**src/rtl/ir_rle_pkg.sv**
```systemverilog
package ir_rle_pkg;
  localparam int unsigned LEN_W  = 7;
  localparam int unsigned CODE_W = LEN_W + 1;

  typedef struct packed {
    logic             is_space;
    logic [LEN_W-1:0] len_m1;
  } run_code_t;

  typedef enum logic {
    RX_IDLE    = 1'b0,
    RX_CAPTURE = 1'b1
  } rx_state_e;
endpackage

```
**src/rtl/ir_tick_gen.sv**
```systemverilog
module ir_tick_gen #(
  parameter int unsigned PRESCALE  = 16,
  parameter int unsigned DIV_NORM  = 15,
  parameter int unsigned DIV_HIRES = 3
) (
  input  logic clk,
  input  logic rst_n,
  input  logic fine_res,
  output logic tick
);
  localparam int unsigned DIV_TOP = (DIV_NORM > DIV_HIRES) ? DIV_NORM : DIV_HIRES;
  localparam int unsigned DIV_W   = (DIV_TOP > 1) ? $clog2(DIV_TOP) : 1;
  localparam logic [DIV_W-1:0] LIM_NORM = DIV_W'(DIV_NORM - 1);
  localparam logic [DIV_W-1:0] LIM_FINE = DIV_W'(DIV_HIRES - 1);

  logic             base_tick;
  logic [DIV_W-1:0] div_cnt;
  logic [DIV_W-1:0] div_lim;

  generate
    if (PRESCALE > 1) begin : g_pre
      localparam int unsigned PRE_W = $clog2(PRESCALE);
      localparam logic [PRE_W-1:0] PRE_LAST = PRE_W'(PRESCALE - 1);
      logic [PRE_W-1:0] pre_cnt;

      always_ff @(posedge clk or negedge rst_n) begin
        if (!rst_n)                 pre_cnt <= '0;
        else if (pre_cnt == PRE_LAST) pre_cnt <= '0;
        else                        pre_cnt <= pre_cnt + 1'b1;
      end
      assign base_tick = (pre_cnt == PRE_LAST);
    end else begin : g_nopre
      assign base_tick = 1'b1;
    end
  endgenerate

  // A counter left above a smaller limit after a mode change wraps at once.
  assign div_lim = fine_res ? LIM_FINE : LIM_NORM;
  assign tick    = base_tick && (div_cnt >= div_lim);

  always_ff @(posedge clk or negedge rst_n) begin
    if (!rst_n)         div_cnt <= '0;
    else if (base_tick) div_cnt <= tick ? '0 : div_cnt + 1'b1;
  end
endmodule

```
**src/rtl/ir_run_encoder.sv**
```systemverilog
module ir_run_encoder
  import ir_rle_pkg::*;
(
  input  logic      clk,
  input  logic      rst_n,
  input  logic      tick,
  input  logic      lvl_pulse,
  input  logic      idle_cmd,
  output logic      emit,
  output run_code_t code
);
  localparam logic [LEN_W-1:0] CNT_TOP = '1;

  rx_state_e        state;
  logic             cur_pulse;
  logic [LEN_W-1:0] cnt;

  always_ff @(posedge clk or negedge rst_n) begin
    if (!rst_n) begin
      state     <= RX_IDLE;
      cur_pulse <= 1'b0;
      cnt       <= '0;
      emit      <= 1'b0;
      code      <= '0;
    end else begin
      emit <= 1'b0;
      if (idle_cmd) begin
        state <= RX_IDLE;              // partial run is discarded
      end else if (tick) begin
        case (state)
          RX_IDLE: begin
            if (lvl_pulse) begin
              state     <= RX_CAPTURE;
              cur_pulse <= 1'b1;
              cnt       <= '0;
            end
          end
          RX_CAPTURE: begin
            if (lvl_pulse != cur_pulse) begin
              emit          <= 1'b1;
              code.is_space <= !cur_pulse;
              code.len_m1   <= cnt;
              cur_pulse     <= lvl_pulse;
              cnt           <= '0;
            end else if (cnt == CNT_TOP) begin
              // 128 ticks done: close this piece, this tick opens the next
              emit          <= 1'b1;
              code.is_space <= !cur_pulse;
              code.len_m1   <= cnt;
              cnt           <= '0;
            end else begin
              cnt <= cnt + 1'b1;
            end
          end
          default: state <= RX_IDLE;
        endcase
      end
    end
  end
endmodule

```
**src/rtl/ir_code_fifo.sv**
```systemverilog
module ir_code_fifo #(
  parameter int unsigned DEPTH = 16,
  parameter int unsigned W     = 8
) (
  input  logic                       clk,
  input  logic                       rst_n,
  input  logic                       push,
  input  logic [W-1:0]               push_data,
  input  logic                       pop,
  output logic [W-1:0]               rd_data,
  output logic [$clog2(DEPTH+1)-1:0] cnt,
  output logic                       drop
);
  localparam int unsigned AW = (DEPTH > 1) ? $clog2(DEPTH) : 1;
  localparam int unsigned CW = $clog2(DEPTH + 1);
  localparam logic [AW-1:0] PTR_LAST = AW'(DEPTH - 1);
  localparam logic [CW-1:0] CNT_FULL = CW'(DEPTH);

  logic [W-1:0]  mem [DEPTH];
  logic [AW-1:0] wr_ptr;
  logic [AW-1:0] rd_ptr;
  logic          full;
  logic          pop_ok;
  logic          accept;

  assign full    = (cnt == CNT_FULL);
  assign pop_ok  = pop && (cnt != '0);
  assign accept  = push && (!full || pop_ok);
  assign drop    = push && full && !pop_ok;
  assign rd_data = mem[rd_ptr];

  always_ff @(posedge clk) begin
    if (accept) mem[wr_ptr] <= push_data;
  end

  always_ff @(posedge clk or negedge rst_n) begin
    if (!rst_n) begin
      wr_ptr <= '0;
      rd_ptr <= '0;
      cnt    <= '0;
    end else begin
      if (accept) wr_ptr <= (wr_ptr == PTR_LAST) ? '0 : wr_ptr + 1'b1;
      if (pop_ok) rd_ptr <= (rd_ptr == PTR_LAST) ? '0 : rd_ptr + 1'b1;
      case ({accept, pop_ok})
        2'b10:   cnt <= cnt + 1'b1;
        2'b01:   cnt <= cnt - 1'b1;
        default: cnt <= cnt;
      endcase
    end
  end
endmodule

```
**src/rtl/ir_rle_rx.sv**
```systemverilog
module ir_rle_rx
  import ir_rle_pkg::*;
#(
  parameter int unsigned PRESCALE  = 16,
  parameter int unsigned DIV_NORM  = 15,
  parameter int unsigned DIV_HIRES = 3,
  parameter int unsigned DEPTH     = 16,
  parameter int unsigned IRQ_LEVEL = 8
) (
  input  logic              clk,
  input  logic              rst_n,
  input  logic              ir_in,
  input  logic              ir_invert,
  input  logic              fine_res,
  input  logic              idle_cmd,
  input  logic              stat_rd,
  output logic              code_valid,
  input  logic              code_ready,
  output logic [CODE_W-1:0] code_data,
  output logic              overrun,
  output logic              irq
);
  localparam int unsigned CW = $clog2(DEPTH + 1);
  localparam logic [CW-1:0] IRQ_AT = CW'(IRQ_LEVEL);

  logic [1:0]    sync_q;
  logic          tick;
  logic          enc_emit;
  run_code_t     enc_code;
  logic [CW-1:0] fifo_cnt;
  logic          fifo_drop;
  logic          overrun_q;

  // Polarity is applied ahead of the synchronizer so reset reads as space.
  always_ff @(posedge clk or negedge rst_n) begin
    if (!rst_n) sync_q <= '0;
    else        sync_q <= {sync_q[0], ir_in ^ ir_invert};
  end

  ir_tick_gen #(
    .PRESCALE (PRESCALE),
    .DIV_NORM (DIV_NORM),
    .DIV_HIRES(DIV_HIRES)
  ) u_tick (
    .clk     (clk),
    .rst_n   (rst_n),
    .fine_res(fine_res),
    .tick    (tick)
  );

  ir_run_encoder u_enc (
    .clk      (clk),
    .rst_n    (rst_n),
    .tick     (tick),
    .lvl_pulse(sync_q[1]),
    .idle_cmd (idle_cmd),
    .emit     (enc_emit),
    .code     (enc_code)
  );

  ir_code_fifo #(
    .DEPTH(DEPTH),
    .W    (CODE_W)
  ) u_fifo (
    .clk      (clk),
    .rst_n    (rst_n),
    .push     (enc_emit),
    .push_data(enc_code),
    .pop      (code_valid && code_ready),
    .rd_data  (code_data),
    .cnt      (fifo_cnt),
    .drop     (fifo_drop)
  );

  // A drop in the same cycle as a status read keeps the flag set.
  always_ff @(posedge clk or negedge rst_n) begin
    if (!rst_n)         overrun_q <= 1'b0;
    else if (fifo_drop) overrun_q <= 1'b1;
    else if (stat_rd)   overrun_q <= 1'b0;
  end

  assign overrun    = overrun_q;
  assign code_valid = (fifo_cnt != '0);
  assign irq        = (fifo_cnt >= IRQ_AT);
endmodule

```
**config.mk**
```make
export PLATFORM = sky130hd
export DESIGN_NAME = ir_rle_rx
export DESIGN_NICKNAME = d
export VERILOG_FILES = /design/src/rtl/ir_rle_pkg.sv /design/src/rtl/ir_tick_gen.sv /design/src/rtl/ir_run_encoder.sv /design/src/rtl/ir_code_fifo.sv /design/src/rtl/ir_rle_rx.sv
export SDC_FILE = /design/constraint.sdc
export NUM_CORES = 1
export LEC_CHECK = 0
export BUFFER_PORTS_ARGS = -buffer_cell sky130_fd_sc_hd__buf_4
export CORE_ASPECT_RATIO = 0.8
export CORE_MARGIN = 2
export CORE_UTILIZATION = 33
export CTS_CLUSTER_SIZE = 14
export DETAILED_ROUTE_END_ITERATION = 10
export SYNTH_ARGS = -nofsm -noshare
export SYNTH_HDL_FRONTEND = slang
export SYNTH_SLANG_ARGS = --single-unit
```
**constraint.sdc**
```tcl
create_clock -name clk -period 2.7 [get_ports clk]
set_input_delay 0 -clock clk [delete_from_list [all_inputs] [get_ports clk]]
set_output_delay 0 -clock clk [all_outputs]
set_load 0.01 [all_outputs]
```
=== Word-level counts from Yosys, hierarchy flattened ===
Memories as Yosys holds them, arrays and structs flattened.
Index checks and enable logic that the tools add are counted.

* Flip-flop bits (word level): 42
* Bits in writable memories: 128
* Output and inout bits: 11
* Word-level logic and storage cells: 82
* Memories kept: 1

* Add/subtract/negate cells: 7
* Magnitude comparators: 2
* Eq/ne operators: 10
* Muxes and demuxes: 28
* Bitwise logic cells: 3
* Reductions and logical operators: 18

{| class="wikitable"
|+ Memory list
! name !! words !! width !! rd ports !! clocked after Yosys merged registers in !! write ports !! RTL line !! RTL
|-
| u_fifo.mem || 16 || 8 || 1 || 0 || 1 || ir_code_fifo.sv:19 || <nowiki>logic [W-1:0] mem [DEPTH];</nowiki>
|}

{| class="wikitable"
|+ Operators by type and width
! operator !! number
|-
| 2-to-1 mux 7 bit || 3
|-
| 2-to-1 mux 4 bit || 5
|-
| adder 4 x 1 -> 4 bit, second input constant || 4
|-
| 2-to-1 mux 8 bit || 2
|-
| 2-to-1 mux 1 bit || 15
|-
| one-hot mux 7 bit (2 select lines) || 1
|-
| equality test 4 bit, second input constant || 3
|-
| one-hot mux 5 bit (2 select lines) || 1
|-
| AND reduction 4 bit || 2
|-
| nonzero test 2 bit || 4
|-
| adder 7 x 1 -> 7 bit, second input constant || 1
|-
| equality test 7 bit, second input constant || 1
|-
| logical AND 1 bit || 6
|-
| adder 5 x 1 -> 5 bit, second input constant || 1
|-
| equality test 5 bit, second input constant || 1
|-
| greater-or-equal comparator 5 x 4 -> 1 bit, second input constant || 1
|-
| nonzero test 5 bit || 1
|-
| subtractor 5 x 1 -> 5 bit, second input constant || 1
|-
| greater-or-equal comparator 4 bit || 1
|-
| inequality test 2 bit, second input constant || 2
|-
| zero test 1 bit || 3
|-
| AND reduction 3 bit || 1
|-
| equality test 2 x 1 -> 1 bit, second input constant || 1
|-
| equality test 2 bit, second input constant || 1
|-
| 5 further kinds || 6
|}

=== Logic depth before layout (Yosys ltp) ===
Gate-level depths: netlist (run 1).

* Depth in word-level cells: 7
* Mapped depth: 13

=== Modules after synthesis ===
Synthesis (run 1) repeated with hierarchy kept, for this count alone.

* Cell total of the unflattened synthesis: 495
* Area, all modules: 7409.6 µm²

{| class="wikitable"
|+ Modules (own cells, without submodules)
! module !! instances !! cells each !! area an instance (µm²) !! sequential area each (µm²)
|-
| ir_code_fifo || 1 || 370 || 5989.5 || 4169.0
|-
| ir_run_encoder || 1 || 74 || 850.8 || 450.4
|-
| ir_tick_gen || 1 || 42 || 445.4 || 200.2
|-
| ir_rle_rx || 1 || 9 || 123.9 || 75.1
|}

=== Worst setup path before layout (run 1) ===
OpenSTA, ideal clock, no wires.

* Kind: register to register
* From: reg u_fifo.cnt[2]
* To: reg u_fifo.cnt[4]
* Library setup time: 0.129 ns
* Data arrival time: 2.836 ns
* Slack: -0.265 ns
* Stages on the path, launching flop included: 14
* Path buffers: 3
* Period minus slack after synthesis: 2.965 ns
* Cells stage by stage: dfrtp_1 > buf_6 > or4_1 > buf_2 > o21a_4 > inv_1 > ha_1 > clkbuf_1 > xor2_1 > ha_1 > o211a_1 > or4_1 > nand3_1 > nor3b_1

* Longest elaborated chain between the ends: 7
* Elaborated cells on any way between the ends: 13

{| class="wikitable"
|+ Ends and longest elaborated chain
! element !! RTL line !! RTL
|-
| start, declared || ir_code_fifo.sv:11 || <nowiki>output logic [$clog2(DEPTH+1)-1:0] cnt,</nowiki>
|-
| start signal, assigned || ir_code_fifo.sv:45 || <nowiki>2'b10: cnt <= cnt + 1'b1;</nowiki>
|-
| start signal, assigned || ir_code_fifo.sv:46 || <nowiki>2'b01: cnt <= cnt - 1'b1;</nowiki>
|-
| start signal, assigned || ir_code_fifo.sv:47 || <nowiki>default: cnt <= cnt;</nowiki>
|-
| nonzero test 5 bit || ir_code_fifo.sv:27, ir_rle_rx.sv:83 ||
|-
| logical AND 1 bit || ir_rle_rx.sv:69 || <nowiki>.pop (code_valid && code_ready),</nowiki>
|-
| logical AND 1 bit || ir_code_fifo.sv:27 || <nowiki>assign pop_ok = pop && (cnt != '0);</nowiki>
|-
| logical OR 1 bit || ir_code_fifo.sv:28 || <nowiki>assign accept = push && (!full || pop_ok);</nowiki>
|-
| logical AND 1 bit || ir_code_fifo.sv:28 ||
|-
| equality test 2 x 1 -> 1 bit / equality test 2 bit (equally long branches) || ir_code_fifo.sv:44 || <nowiki>case ({accept, pop_ok})</nowiki>
|-
| one-hot mux 5 bit (2 select lines) / nonzero test 2 bit (equally long branches) || -- ||
|}

Several ways; a longest one is shown, not always the timed one.
A chain may end at the register's enable or synchronous reset.

=== Final worst setup path (run 1) ===
* From: reg u_fifo.cnt[2]
* To: reg u_fifo.cnt[4]

* Longest elaborated chain between the ends: 7
* Elaborated cells on any way between the ends: 13

{| class="wikitable"
|+ Ends and longest elaborated chain
! element !! RTL line !! RTL
|-
| nonzero test 5 bit (*) || ir_code_fifo.sv:27, ir_rle_rx.sv:83 ||
|-
| logical AND 1 bit || ir_rle_rx.sv:69 ||
|-
| logical AND 1 bit (*) || ir_code_fifo.sv:27 ||
|-
| net u_fifo.pop_ok || ir_code_fifo.sv:23 || <nowiki>logic pop_ok;</nowiki>
|-
| logical OR 1 bit || ir_code_fifo.sv:28 ||
|-
| logical AND 1 bit || ir_code_fifo.sv:28 ||
|-
| equality test 2 x 1 -> 1 bit / equality test 2 bit (equally long branches) || ir_code_fifo.sv:44 ||
|-
| one-hot mux 5 bit (2 select lines) / nonzero test 2 bit (equally long branches) || -- ||
|}

The timed path passes the listed nets; every way through them passes the cells marked *.

==> results of run 1 <==
## registers in the layout, indices dropped and copies added, names as in the netlist
name	count
overrun	1
sync_q	2
u_enc.cnt	7
u_enc.code	8
u_enc.cur_pulse	1
u_enc.emit	1
u_enc.state	1
u_fifo.cnt	5
u_fifo.mem	128
u_fifo.rd_ptr	4
u_fifo.wr_ptr	4
u_tick.div_cnt	4
u_tick.g_pre.pre_cnt	4
## worst max-delay path, stage by stage, from the launching register on
cell	delay, ns
dfrtp_1	0.38
or4_4	0.58
o21a_4	0.26
ha_4	0.19
xor2_1	0.14
ha_2	0.18
o211a_1	0.22
or4_1	0.41
nand3_1	0.10
nor3b_1	0.05
## through the flow
step / area [sq um] / hold slack, ns / utilization [%] / std cells
finish: 8450 / 0.0915 / 39.3 / 796
global route: 8450 / 0.143 / 39.3 / 796
CTS: 8440 / 0.0696 / 39.2 / 796
detailed placement: 7810 / 0.0238 / 36.3 / 758
global placement: 7810 / 0.0128 / 36.3 / 758
floorplan: 7230 / -0.296 / - / 461
## synth_stat cells (4+ instances only)
cell	instances	share of area (%)
ha_1	15	2.6
nand3_1	7	0.49
nor2_1	20	1.0
dfrtp_1	42	15
clkbuf_1	10	0.52
nor3_1	5	0.35
o2bb2ai_1	4	0.49
or2_2	4	0.35
mux2i_1	34	4.7
buf_2	7	0.49
mux4_2	16	5.0
a21oi_1	8	0.56
mux2_2	8	1.2
nand2_1	24	1.2
xor2_1	5	0.61
inv_1	11	0.57
a221oi_1	16	1.9
a22oi_1	8	0.83
buf_1	4	0.21
o211ai_1	8	0.83
xnor2_1	4	0.49
o21ai_0	22	1.5
nand2b_1	8	0.69
edfxtp_1	128	53
## routing by layer
metal  wire length, um  track usage, %  vias up
met3               677            3.09       14
met2              7120            21.2       83
met4               139            3.80        0
met1              6690            18.2     1999
met5                 0               0        -
li1                  -               -     1887
## cell type report
type                            instances  area [sq um]  share of cell area (%)
Multi-Input combinational cell        257          2190                    25.9
Inverter                               11          41.3                   0.489
Clock buffer                           18           429                    5.08
Timing Repair Buffer                   51           410                    4.86
Tap cell                              275           344                    4.07
Sequential cell                       170          4900                    58.0
Clock inverter                         14           140                    1.66
## worst paths after layout
kind	startpoint	depth (start not counted)	slack [ns]	to
worst max-delay path	u_fifo.cnt[2]	9	0.05	u_fifo.cnt[4]
worst min-delay path	rst_n	2	0.09	u_tick.div_cnt[3]
worst max register to register	u_fifo.cnt[2]	9	0.05	u_fifo.cnt[4]
worst min register to register	sync_q[0]	0	0.35	sync_q[1]
max in group asynchronous	rst_n	2	2.17	u_fifo.rd_ptr[0]
min in group clk	fine_res	5	0.09	u_tick.div_cnt[0]
## where the power goes
group          total (mW)  leakage [nW]  switching, mW  internal, mW
combinational       0.295          1.00          0.144         0.151
sequential           2.83          1.70         0.0314          2.80
clock                2.33         0.267           1.04          1.29
total                5.46          2.96           1.22          4.24
## timing repair
item / in CTS / in global routing
buffers inserted: 0 / 0
gates resized for setup: 0 / 3
hold buffers: 6 / 0
endpoints found under the hold margin: 52 / 0
setup endpoints to repair: 0 / 7
## logic make-up after synthesis
| family | after synthesis | share of synthesized area (%) |
|---|---|---|
| xor+xnor | 9 | 1.09 |
| mux | 60 | 11.4 |
| compound gates | 83 | 8.40 |
| fa+ha+maj | 15 | 2.60 |
| buf+inv | 34 | 2.05 |
| simple gates | 90 | 6.56 |
| flops | 170 | 67.9 |
==> impl_table.tex, run 1 <==
\begin{tabular}{lr}
\hline
Metric & Value \\
\hline
\multicolumn{2}{l}{\textbf{Pwr}} \\
\quad Overall power after layout & 5.46 mW \\
\quad Worst IR drop on VDD & 416 uV \\
\quad Power density over the cells & 646 nW/um\^{}2 \\
\quad Leakage power total & 2.96 nW \\
\multicolumn{2}{l}{\textbf{CTS}} \\
\quad Cell at the root of the clock tree & clkbuf\_16 \\
\quad Clk slew on worst S/H paths & 0.07 ns \\
\quad Clock latency of the later-clocked register in the worst-skew pair & 0.43 ns \\
\quad Number of CTS-inserted buffers & 17 \\
\quad Max Root-Sink Buffers & 2 \\
\quad CTS sink count & 170 \\
\quad CTS tree & built \\
\quad Number of H-tree branching levels & 4 \\
\multicolumn{2}{l}{\textbf{Synth}} \\
\quad EDFF count, synth & 128 \\
\quad Post-Syn Instances & 461 \\
\quad Sequential share of the synthesized area & 67.9\% \\
\quad Async set-or-reset flop fraction in the synthesized netlist & 24.7\% \\
\quad Number of warnings printed during yosys synthesis & 0 \\
\quad Mapped cell area & 7210 sq um \\
\quad Post-Syn Nets & 484 \\
\quad Syn avg cell area & 15.6 sq um \\
\quad Top\_reg\_cell synth & edfxtp\_1 \\
\quad Number of synthesized register bits & 170 \\
\quad Count of distinct cell types in the synthesized netlist & 54 \\
\multicolumn{2}{l}{\textbf{GRT}} \\
\quad All-layer global routing usage & 13.3\% \\
\quad First-pass GRT wire length & 22.4 mm \\
\quad Number of global-route vias before repair & 3932 \\
\quad Maximum number of pins on one net before global-route repair & 43 \\
\quad Total grt overflow & 0 \\
\quad Antenna violations before repair & 0 \\
\multicolumn{2}{l}{\textbf{Die}} \\
\quad Effective utilization at floorplan & 33.5\% \\
\quad Die Area & 23000 sq um \\
\quad Y dimension of the die & 136 um \\
\quad Boundary pin count & 19 \\
\quad Placeable Area & 21500 sq um \\
\quad Horizontal die dimension & 169 um \\
\quad Number of placement rows & 48 \\
\multicolumn{2}{l}{\textbf{Placed design}} \\
\quad HPWL Detailed & 9.49 mm \\
\quad Worst Setup Slack post-DPL & 0.0345 ns \\
\quad Routability congestion estimate from global placement & 0.780 \\
\quad Count of input and output buffers & 18 \\
\multicolumn{2}{l}{\textbf{Finish}} \\
\quad Fraction of final layout cells sized beyond drive strength 1 & 22.6\% \\
\quad Layout overhead on the synthesized area & 17.2\% \\
\quad Commonest non-fill, non-tap cell in the layout & edfxtp\_1 \\
\quad Layout net count & 531 \\
\quad N\_diodes & 0 \\
\quad Filler instances & 1970 \\
\quad Most frequent cells in the layout & edfxtp\_1 (128), buf\_4 (44), dfrtp\_1 (41) \\
\multicolumn{2}{l}{\textbf{Setup path}} \\
\quad Startpoint class of the critical path & flip-flop \\
\quad Worst Path Arrival & 2.94 ns \\
\quad Critical Path Sink Type & flip-flop \\
\quad Crit Path Class & reg -> reg \\
\quad Endpoint required time on the critical path & 2.99 ns \\
\quad Biggest fanout along the worst timing path & 6 \\
\multicolumn{2}{l}{\textbf{STA}} \\
\quad Time the final worst path needs with I/O delays and setup & 2.65 ns \\
\quad Number of slew-limit violations in the final report & 0 \\
\quad Final setup skew & 0.0104 ns \\
\quad Sum of negative setup slack & 0 ns \\
\quad Final-report setup violation count & 0 \\
\quad Remaining max-slew budget at the tightest pin & 51.7\% \\
\quad RSZ-0062 raised after global routing & yes \\
\quad Hold violation count in the final report & 0 \\
\quad Measured slew at the worst slew-check pin & 0.725 ns \\
\quad Fin crit share & 98.0\% \\
\quad Peak Freq & 378 MHz \\
\quad Worst Setup Slack, final & 0.0550 ns \\
\multicolumn{2}{l}{\textbf{Detailed routing}} \\
\quad Post-route DRC & 0 \\
\quad Antenna-violating nets left & 0 \\
\quad Count of vias placed by the detailed router & 3983 \\
\quad Routed length per placed instance & 18.4 um \\
\quad Initial drt markers & 339 \\
\quad Detailed-router iteration count before antenna repair & 6 \\
\quad Via density per instance & 5.00 \\
\quad DRT Wirelength & 14.6 mm \\
\multicolumn{2}{l}{\textbf{Worst hold path}} \\
\quad Kind of path behind the tightest hold check & in -> async \\
\multicolumn{2}{l}{\textbf{Run}} \\
\quad Max-cap viol count & 0 \\
\multicolumn{2}{l}{\textbf{Status}} \\
\quad Result of the run & finished clean \\
\hline
\end{tabular}
Note: power is estimated with default switching activity, not from simulation.
==> run 2: changes to the inputs <==
--- a/config.mk
+++ b/config.mk
@@ -5,12 +5,14 @@
 export SDC_FILE = /design/constraint.sdc
 export NUM_CORES = 1
 export LEC_CHECK = 0
-export BUFFER_PORTS_ARGS = -buffer_cell sky130_fd_sc_hd__buf_4
+export BUFFER_PORTS_ARGS = -buffer_cell sky130_fd_sc_hd__buf_2
 export CORE_ASPECT_RATIO = 0.8
 export CORE_MARGIN = 2
 export CORE_UTILIZATION = 33
 export CTS_CLUSTER_SIZE = 14
 export DETAILED_ROUTE_END_ITERATION = 10
+export REMOVE_ABC_BUFFERS = 1
+export SLEW_MARGIN = 40
 export SYNTH_ARGS = -nofsm -noshare
 export SYNTH_HDL_FRONTEND = slang
 export SYNTH_SLANG_ARGS = --single-unit
==> impl_table.tex, run 2 (synthesis gave the netlist of run 1 again) <==
\begin{tabular}{lr}
\hline
Metric & Value \\
\hline
\multicolumn{2}{l}{\textbf{STA}} \\
\quad Number of slew-limit violations in the final report & 0 (unchanged) \\
\quad Final setup skew & 0.0220 ns (+0.0117 ns) \\
\quad Time the final worst path needs with I/O delays and setup & 2.64 ns (-0.00721 ns) \\
\quad Measured slew at the worst slew-check pin & 0.816 ns (+0.0910 ns) \\
\quad Hold violation count in the final report & 0 (unchanged) \\
\quad Worst Hold Margin & 0.0980 ns (+0.00648 ns) \\
\quad Peak Freq & 379 MHz (+0.27\%) \\
\quad Final-report setup violation count & 0 (unchanged) \\
\quad Fin crit share & 97.7\% (-0.27 points) \\
\quad Remaining max-slew budget at the tightest pin & 45.4\% (-6.3 points) \\
\multicolumn{2}{l}{\textbf{CTS}} \\
\quad Number of H-tree branching levels & 4 (unchanged) \\
\quad Post-CTS setup-driven buffer insertion count & 0 (unchanged) \\
\quad Clk slew on worst S/H paths & 0.07 ns (about the same) \\
\quad Cell at the root of the clock tree & clkbuf\_16 \\
\quad Number of CTS-inserted buffers & 17 (unchanged) \\
\quad Max Root-Sink Buffers & 2 (unchanged) \\
\quad CTS sink count & 170 (unchanged) \\
\quad Clock latency of the later-clocked register in the worst-skew pair & 0.42 ns (about the same) \\
\quad CTS tree & built \\
\multicolumn{2}{l}{\textbf{Setup path}} \\
\quad Startpoint class of the critical path & flip-flop \\
\quad Endpoint required time on the critical path & 2.99 ns (about the same) \\
\quad Critical Path Sink Type & flip-flop \\
\quad Crit Path Class & reg -> reg \\
\quad Biggest fanout along the worst timing path & 4 (-2) \\
\quad Ordered cell list for the critical path & or4\_4 -> o21a\_4 -> inv\_2 -> ha\_4 -> xor2\_1 -> ha\_1 -> o211a\_1 -> or4\_1 -> nand3\_1 -> nor3b\_1 \\
\quad Worst Path Arrival & 2.93 ns (about the same) \\
\quad Cell with the largest stage delay on the worst path & or4\_4 \\
\quad CP max stage delay & 0.57 ns (about the same) \\
\quad Cell count of the worst reg-to-reg path & 10 (+1) \\
\multicolumn{2}{l}{\textbf{Pwr}} \\
\quad Worst IR drop on VDD & 392 uV (-5.8\%) \\
\quad Leakage power total & 2.92 nW (-1.3\%) \\
\quad Power density over the cells & 664 nW/um\^{}2 (+2.9\%) \\
\multicolumn{2}{l}{\textbf{GRT}} \\
\quad All-layer global routing usage & 13.7\% (+0.46 points) \\
\quad Number of global-route vias before repair & 4199 (+6.8\%) \\
\quad Total grt overflow & 0 (unchanged) \\
\quad Antenna violations before repair & 0 (unchanged) \\
\quad Maximum number of pins on one net before global-route repair & 43 (unchanged) \\
\quad First-pass GRT wire length & 23.5 mm (+4.7\%) \\
\multicolumn{2}{l}{\textbf{Die}} \\
\quad Number of placement rows & 48 (unchanged) \\
\quad Effective utilization at floorplan & 33.5\% (unchanged) \\
\quad Horizontal die dimension & 169 um (unchanged) \\
\quad Boundary pin count & 19 (unchanged) \\
\quad Die Area & 23000 sq um (unchanged) \\
\quad Y dimension of the die & 136 um (unchanged) \\
\quad Placeable Area & 21500 sq um (unchanged) \\
\multicolumn{2}{l}{\textbf{Finish}} \\
\quad Flip-flop count of the largest register after layout & 128 (unchanged) \\
\quad Seq. cell area & 4900 sq um (about the same) \\
\quad Post-route design area & 8390 sq um (-0.73\%) \\
\quad Register ranked first by flip-flop count & u\_fifo.mem \\
\quad Fraction of final layout cells sized beyond drive strength 1 & 21.4\% (-1.2 points) \\
\quad Layout net count & 524 (-1.3\%) \\
\quad Most frequent cells in the layout & edfxtp\_1 (128), dfrtp\_1 (41), mux2i\_1 (34) \\
\quad Area of the multi-input gates & 2190 sq um (unchanged) \\
\quad Commonest non-fill, non-tap cell in the layout & edfxtp\_1 \\
\quad Largest registers ranked by flip-flop count & u\_fifo.mem: 128 flops, u\_enc.code: 8 flops, u\_enc.cnt: 7 flops \\
\quad Non-filler instance count after layout & 789 (-0.88\%) \\
\quad N\_diodes & 0 (unchanged) \\
\quad Filler instances & 1948 (-1.1\%) \\
\quad Layout overhead on the synthesized area & 16.4\% \\
\multicolumn{2}{l}{\textbf{Detailed routing}} \\
\quad Via density per instance & 5.19 (+3.6\%) \\
\quad Routed length per placed instance & 19.1 um (+4.1\%) \\
\quad Post-route DRC & 0 (unchanged) \\
\quad Initial drt markers & 393 (+16\%) \\
\quad Count of vias placed by the detailed router & 4091 (+2.7\%) \\
\quad Antenna-violating nets left & 0 (unchanged) \\
\quad DRT Wirelength & 15.1 mm (+3.2\%) \\
\quad Detailed-router iteration count before antenna repair & 5 (-1) \\
\multicolumn{2}{l}{\textbf{Status}} \\
\quad Result of the run & finished clean \\
\multicolumn{2}{l}{\textbf{Placed design}} \\
\quad Total cell area at the placement stage & 7690 sq um (-1.4\%) \\
\quad Routability congestion estimate from global placement & 0.776 (-0.60\%) \\
\quad HPWL Detailed & 9.77 mm (+2.9\%) \\
\quad Count of input and output buffers & 18 (unchanged) \\
\quad Cell total after placement & 750 (-1.1\%) \\
\multicolumn{2}{l}{\textbf{Run}} \\
\quad Max-cap viol count & 0 (unchanged) \\
\multicolumn{2}{l}{\textbf{Worst hold path}} \\
\quad Kind of path behind the tightest hold check & in -> async \\
\hline
\end{tabular}
run 2: routing by layer:
layer	GRT usage, %	vias up	wire [um]
li1	-	1876	-
met1	18.9	2095	7290
met2	21.7	110	6880
met3	3.11	10	763
met4	4.23	0	157
met5	0	-	0
run 2: path summary, 6_finish.rpt:
check                         startpoint  slack, ns                end
hold reg to reg                sync_q[0]       0.34          sync_q[1]
setup reg to reg           u_fifo.cnt[1]       0.06      u_fifo.cnt[4]
min in group clk                fine_res       0.11  u_tick.div_cnt[0]
hold / removal                     rst_n        0.1  u_tick.div_cnt[2]
setup / recovery           u_fifo.cnt[1]       0.06      u_fifo.cnt[4]
max in group asynchronous          rst_n       2.18   u_fifo.rd_ptr[0]
run 2: area by class of cell:
class,count,share of cell area [%]
Clock buffer,18,5.12
Clock inverter,14,1.89
Inverter,11,0.492
Multi-Input combinational cell,257,26.1
Sequential cell,170,58.4
Tap cell,275,4.10
Timing Repair Buffer,44,3.97
run 2: critical path: cells and delay by family (launching register included):
kind	cells	cell delay, ns
AND/OR/NAND/NOR	4	1.13
flip-flops	1	0.37
adder cells (fa/ha/maj)	2	0.36
AO/OA/AOI/OAI	2	0.48
XOR/XNOR	1	0.08
buffers and inverters	1	0.07
run 2: timing repair:
| action | 4_1_cts | 5_1_grt |
|---|---|---|
| resized for setup | 2 | 3 |
| endpoints found under the hold margin | 47 | 0 |
| setup endpoints to repair | 2 | 3 |
| cloned | 0 | 1 |
| hold buffers | 6 | 0 |
run 2: where the power goes:
group | total, mW | internal, mW | switching, mW | leakage [nW]
Combinational | 0.317 | 0.163 | 0.154 | 0.951
Clock | 2.43 | 1.38 | 1.04 | 0.278
Sequential | 2.83 | 2.80 | 0.0302 | 1.70
Total | 5.57 | 4.35 | 1.23 | 2.92
run 2: per-stage QoR:
step	setup WS [ns]	total power [mW]	utilization [%]	setup TNS, ns
floorplan	-0.154	3.07	-	-0.965
global placement	0.0206	3.16	35.8	0
detailed placement	-0.0622	3.17	35.8	-0.0622
CTS	0.0323	5.59	38.8	0
global route	-0.00281	5.75	39.0	-0.00281
finish	0.0622	5.57	39.0	0
